<file path="config.mk">
export PLATFORM = sky130hd
export DESIGN_NAME = spi_regport_slave
export DESIGN_NICKNAME = d
export VERILOG_FILES = /design/src/rtl/spi_regport_pkg.sv /design/src/rtl/spi_regport_sync.sv /design/src/rtl/spi_regport_seq.sv /design/src/rtl/spi_regport_slave.sv
export SDC_FILE = /design/constraint.sdc
export NUM_CORES = 1
export LEC_CHECK = 0
export BUFFER_PORTS_ARGS = -buffer_cell sky130_fd_sc_hd__buf_4
export CAP_MARGIN = 20
export CORE_MARGIN = 2
export CORE_UTILIZATION = 25
export DETAILED_ROUTE_END_ITERATION = 10
export PLACE_DENSITY_LB_ADDON = 0.05
export SETUP_SLACK_MARGIN = 0.02
export SKIP_CTS_REPAIR_TIMING = 1
export SYNTH_ARGS = -nofsm -noshare
export SYNTH_HDL_FRONTEND = slang
export SYNTH_SLANG_ARGS = --single-unit
</file>
<file path="constraint.sdc">
create_clock -name clk -period 1.7 [get_ports clk]
set_input_delay 0.085 -clock clk [delete_from_list [all_inputs] [get_ports clk]]
set_output_delay 0.085 -clock clk [all_outputs]
set_load 0.01 [all_outputs]
</file>
<file path="src/rtl/spi_regport_pkg.sv">
package spi_regport_pkg;
    typedef enum logic [2:0] {
        ST_IDLE,
        ST_CMD,
        ST_DATA,
        ST_NEXT,
        ST_LOAD
    } spi_seq_e;
endpackage

</file>
<file path="src/rtl/spi_regport_sync.sv">
module spi_regport_sync #(
    parameter int             W      = 3,
    parameter int             STAGES = 2,
    parameter logic [W-1:0]   INIT   = '0
) (
    input  logic         clk,
    input  logic         rst_n,
    input  logic [W-1:0] din,
    output logic [W-1:0] dout
);
    logic [W-1:0] pipe [STAGES];

    genvar g;
    generate
        for (g = 0; g < STAGES; g++) begin : g_stage
            always_ff @(posedge clk or negedge rst_n) begin
                if (!rst_n) begin
                    pipe[g] <= INIT;
                end else if (g == 0) begin
                    pipe[g] <= din;
                end else begin
                    pipe[g] <= pipe[(g == 0) ? 0 : g - 1];
                end
            end
        end
    endgenerate

    assign dout = pipe[STAGES-1];
endmodule

</file>
<file path="src/rtl/spi_regport_seq.sv">
module spi_regport_seq
    import spi_regport_pkg::*;
#(
    parameter int AW = 6,
    parameter int DW = 8
) (
    input  logic          clk,
    input  logic          rst_n,
    input  logic          cs_q,
    input  logic          sck_rise,
    input  logic          sck_fall,
    input  logic          sdi_q,
    input  logic [DW-1:0] reg_rdata,
    output logic [AW-1:0] reg_addr,
    output logic [DW-1:0] reg_wdata,
    output logic          reg_we,
    output logic          reg_re,
    output logic          so_bit,
    output logic          drive
);
    localparam int CW = $clog2(DW);
    localparam logic [CW-1:0] LAST = CW'(DW - 1);

    spi_seq_e      state, nxt_state;
    logic [CW-1:0] bitcnt;
    logic [DW-1:0] rx, tx;
    logic [AW-1:0] addr_q;
    logic          rd_q, inc_q, fresh, drive_q;
    logic          byte_done;

    assign byte_done = sck_rise && (bitcnt == LAST);

    // state register
    always_ff @(posedge clk or negedge rst_n) begin
        if (!rst_n) state <= ST_IDLE;
        else        state <= nxt_state;
    end

    // next-state logic
    always_comb begin
        nxt_state = state;
        if (cs_q) begin
            nxt_state = ST_IDLE;
        end else begin
            unique case (state)
                ST_IDLE: nxt_state = ST_CMD;
                ST_CMD:  if (byte_done) nxt_state = rx[DW-2] ? ST_LOAD : ST_DATA;
                ST_DATA: if (byte_done) nxt_state = ST_NEXT;
                ST_NEXT: nxt_state = rd_q ? ST_LOAD : ST_DATA;
                ST_LOAD: nxt_state = ST_DATA;
                default: nxt_state = ST_IDLE;
            endcase
        end
    end

    // outputs
    always_comb begin
        reg_we    = (state == ST_NEXT) && !rd_q;
        reg_re    = (state == ST_LOAD);
        reg_addr  = addr_q;
        reg_wdata = rx;
        so_bit    = tx[DW-1];
        drive     = drive_q;
    end

    // datapath
    always_ff @(posedge clk or negedge rst_n) begin
        if (!rst_n) begin
            bitcnt  <= '0;
            rx      <= '0;
            tx      <= '0;
            addr_q  <= '0;
            rd_q    <= 1'b0;
            inc_q   <= 1'b0;
            fresh   <= 1'b0;
            drive_q <= 1'b0;
        end else if (cs_q || state == ST_IDLE) begin
            bitcnt  <= '0;
            fresh   <= 1'b0;
            drive_q <= 1'b0;
        end else begin
            if (sck_rise && (state == ST_CMD || state == ST_DATA)) begin
                rx     <= {rx[DW-2:0], sdi_q};
                bitcnt <= bitcnt + 1'b1;
            end
            if (state == ST_CMD && byte_done) begin
                rd_q   <= rx[DW-2];
                inc_q  <= rx[DW-3];
                addr_q <= {rx[AW-2:0], sdi_q};
            end
            if (state == ST_NEXT && inc_q) addr_q <= addr_q + 1'b1;
            if (state == ST_LOAD) begin
                tx    <= reg_rdata;
                fresh <= 1'b1;
            end
            if (state == ST_DATA && sck_fall && rd_q) begin
                drive_q <= 1'b1;
                if (fresh) fresh <= 1'b0;
                else       tx    <= {tx[DW-2:0], 1'b0};
            end
        end
    end

    a_r10_strobe_excl: assert property (@(posedge clk) disable iff (!rst_n)
        !(reg_we && reg_re));
    a_r2_we_single: assert property (@(posedge clk) disable iff (!rst_n)
        reg_we |=> !reg_we);
    a_r3_re_single: assert property (@(posedge clk) disable iff (!rst_n)
        reg_re |=> !reg_re);
    a_r5_quiet_on_deselect: assert property (@(posedge clk) disable iff (!rst_n)
        cs_q |=> !drive_q);
    a_r5_quiet_on_write: assert property (@(posedge clk) disable iff (!rst_n)
        (state != ST_IDLE && state != ST_CMD && !rd_q) |-> !drive_q);
    a_r6_step_wrap: assert property (@(posedge clk) disable iff (!rst_n)
        (state == ST_NEXT && inc_q) |=> (addr_q == $past(addr_q) + 1'b1));
    a_r7_hold_addr: assert property (@(posedge clk) disable iff (!rst_n)
        (state == ST_NEXT && !inc_q) |=> (addr_q == $past(addr_q)));
endmodule

</file>
<file path="src/rtl/spi_regport_slave.sv">
module spi_regport_slave #(
    parameter int AW     = 6,
    parameter int DW     = 8,
    parameter int STAGES = 2
) (
    input  logic          clk,
    input  logic          rst_n,
    input  logic          spi_cs_n,
    input  logic          spi_sck,
    input  logic          spi_mosi,
    input  logic          wire3_en,
    output logic          spi_miso,
    output logic          spi_miso_oe,
    output logic          spi_sio_out,
    output logic          spi_sio_oe,
    output logic [AW-1:0] reg_addr,
    output logic [DW-1:0] reg_wdata,
    output logic          reg_we,
    output logic          reg_re,
    input  logic [DW-1:0] reg_rdata
);
    logic [2:0] pins_q;
    logic       sck_d;
    logic       so_bit, drive;

    spi_regport_sync #(.W(3), .STAGES(STAGES), .INIT(3'b110)) i_sync (
        .clk   (clk),
        .rst_n (rst_n),
        .din   ({spi_cs_n, spi_sck, spi_mosi}),
        .dout  (pins_q)
    );

    always_ff @(posedge clk or negedge rst_n) begin
        if (!rst_n) sck_d <= 1'b1;
        else        sck_d <= pins_q[1];
    end

    spi_regport_seq #(.AW(AW), .DW(DW)) i_seq (
        .clk       (clk),
        .rst_n     (rst_n),
        .cs_q      (pins_q[2]),
        .sck_rise  (pins_q[1] && !sck_d),
        .sck_fall  (!pins_q[1] && sck_d),
        .sdi_q     (pins_q[0]),
        .reg_rdata (reg_rdata),
        .reg_addr  (reg_addr),
        .reg_wdata (reg_wdata),
        .reg_we    (reg_we),
        .reg_re    (reg_re),
        .so_bit    (so_bit),
        .drive     (drive)
    );

    assign spi_miso    = so_bit;
    assign spi_sio_out = so_bit;
    assign spi_miso_oe = drive && !wire3_en;
    assign spi_sio_oe  = drive && wire3_en;
endmodule

</file>
==> qor.yml <==
worstSetupPathDepth: 4
cp-start-kind: "flop"
synth_seq_cells: 39
ant_nets: 0
row_count: 31
overflow: 0
fp.coreArea_um2: 7140
final_hold_viol_count: 0
drc_errors: 0
rsz0062_at_grt: "yes"
layout_commonest_cell: "buf_4"
layout_common_cells: "52 x buf_4, 34 x dfrtp_1, 11 x nor2_1, 10 x mux2_2, 9 x nand2_1"
slew_headroom: 0.661
io_buffers: 33
die-area_um2: 7990
syn_avg_cell_area_um2: 11.4
leakage_nw: 1.11
die_x_um: 89.4
fin_ws_ns: -0.0214
crit_arrival_ns: 1.89
grt_usage: 0.112
die-height_um: 89.4
cts_made_buffers: 5
worstMarginPinSlew_ns: 0.509
final_nets: 232
grt_max_degree: 40
cp_data_required_time_ns: 1.87
gp_congestion: 0.780
vdd_drop_max_mv: 0.365
yosys-top-cells-area: "dfrtp_1 47%, dfstp_2 7.2%, mux2_2 6.8%"
yosysTopAreaCellShare: 0.467
ctsHtreeMaxLevel: 2
drt_pass1_iterations: 4
max_stage_delay_ns: 0.53
cp_slowest_cell: "or4b_4"
dp_hpwl_um: 3060
synth_edf_count: 0
grt_pass1_vias: 1386
yosysSeqAreaShare: 0.539
fin_crit_ns: 1.72
syn_to_final_growth_pct: 33.9
start_util: 0.255
clkSinkCount: 39
cp_num_buf_inv: 0
synth_cell_types: 42
fillers: 755
avgViaCountPerCell: 4.39
drtIter0Drc: 55
pre_cts_ws_ns: -0.0676
setup_viol: 7
synthCells: 160
yosysTopAreaCell: "dfrtp_1"
synthArstFlopShare: 1.00
wl_per_cell_um: 13.5
hold_class: "input port to flop"
rr_worst_depth: 4
wl_um: 4260
min_path_cells: 3
status: "complete, but fails checks"
cp_max_fo: 8
grt_first_pass_wirelength_um: 6800
yosysWarnings: 0
clock.fmax_ghz: 0.581
io_pins: 34
clk_pin_slew_ns: 0.07
vias: 1382
violations: "setup timing"
skew_ns: 0.00600
tritoncts: "built"
path_cells: "xnor2_1 > or4b_4 > nor2_8 > mux2_2"
synthFlopType: "dfrtp_1"
worstSetupPathType: "flop to flop"
power_density_nw_per_um2: 740
fin_crit_sh: 1.01
n_antenna_cell: 0
synth_fp_nets: 177
drv_cap: 0
end_kind: "flop"
cp_top_family: "simple AND/OR/NAND/NOR gates"
slew_viol_final: 0
clockBufferDepth: 2
clock_latency_ns: 0.29
drive_above_1_share: 0.426
tns_ns: -0.0916
root_buffer: "clkbuf_8"
antenna_found_initial: 0
syn_area_um2: 1820
## final timing paths
path	startpoint	to	slack, ns
max	i_seq.state[0]$_DFFE_PN0P_	i_seq.reg_wdata[7]$_DFFE_PN0P_	-0.02
min	reg_rdata[3]	i_seq.tx[3]$_DFFE_PN0P_	0.14
max reg2reg	i_seq.state[0]$_DFFE_PN0P_	i_seq.reg_wdata[7]$_DFFE_PN0P_	-0.02
min reg2reg	i_sync.pipe[3]$_DFF_PN0_	i_sync.dout[0]$_DFF_PN0_	0.36
max in group asynchronous	rst_n	sck_d$_DFF_PN1_	1.01
min in group asynchronous	rst_n	i_seq.reg_addr[2]$_DFFE_PN0P_	0.31
## stage by stage
| step | total power, W | cells | instance area (um^2) | utilization | hold WS (ns) |
|---|---|---|---|---|---|
| 2_1_floorplan | 0.00109 | 160 | 1830 | - | -0.211 |
| 3_3_place_gp | 0.00120 | 299 | 2270 | 0.318 | 0.0971 |
| 3_5_place_dp | 0.00120 | 299 | 2270 | 0.318 | 0.102 |
| 4_1_cts | 0.00183 | 307 | 2350 | 0.329 | -0.217 |
| 5_1_grt | 0.00191 | 315 | 2440 | 0.342 | 0.146 |
| 6_report | 0.00180 | 315 | 2440 | 0.342 | 0.141 |
## flip-flops by register name (all words and copies together) (netlist names), 3 cells and up
name / flops
i_seq.reg_wdata: 8
i_seq.state: 3
i_seq.tx: 8
i_sync.pipe: 3
i_sync.dout: 3
i_seq.bitcnt: 3
i_seq.reg_addr: 6
## worst reg2reg max path: cells and delay by family (launching register included)
family	cells	cell delay, ns
multiplexers	1	0.35
XOR/XNOR	1	0.14
flip-flops	1	0.39
AND/OR/NAND/NOR	2	0.73
## cell usage after synthesis (all sizes together), types with 2 or more instances
cell type and n:
and2 2, or2b 2, dfrtp 34, or2 2
mux2i 3, clkbuf 3, nor3 2, nor2b 2
nor3b 2, nand3 5, inv 4, o21ai 7
nand2 9, a21oi 9, mux2 11, nand2b 7
dfstp 5, a31oi 3, nand3b 2, ha 3
o221a 7, nor2 13, buf 6
## layout make-up
class                   count  area, um^2  share of cell area
repair buffers             57         435               0.179
well taps                  99         124              0.0508
flip-flops and latches     39         982               0.403
clock buffers               7        76.3              0.0313
clock inverters             1        5.00             0.00205
inverters                   4        15.0             0.00616
multi-input cells         108         801               0.328
## report_power, final
group	internal (W)	leakage, nW	switching [W]	total (W)
clock	0.000288	0.0422	0.000320	0.000609
combinational	0.000104	0.590	0.0000827	0.000187
sequential	0.000969	0.477	0.0000386	0.00101
total	0.00136	1.11	0.000442	0.00180
## per-layer routing
layer | share of wire | track usage | vias up
met2 | 0.48 | 0.184 | 20
met1 | 0.47 | 0.143 | 680
met3 | 0.033 | 0.0295 | 4
li1 | - | - | 678
met5 | 0 | 0 | -
met4 | 0.012 | 0.0407 | 0
## kinds of logic (layout without fill, tap and decap cells)
logic type / count (synthesis) / after routing / synth area share
compound gates: 31 / 31 / 0.120
buf+inv: 13 / 69 / 0.0350
mux: 14 / 14 / 0.0845
simple gates: 58 / 58 / 0.192
xor+xnor: 2 / 2 / 0.00962
flops: 39 / 39 / 0.539
fa+ha+maj: 3 / 3 / 0.0206
(Power assumes the default switching activity.)
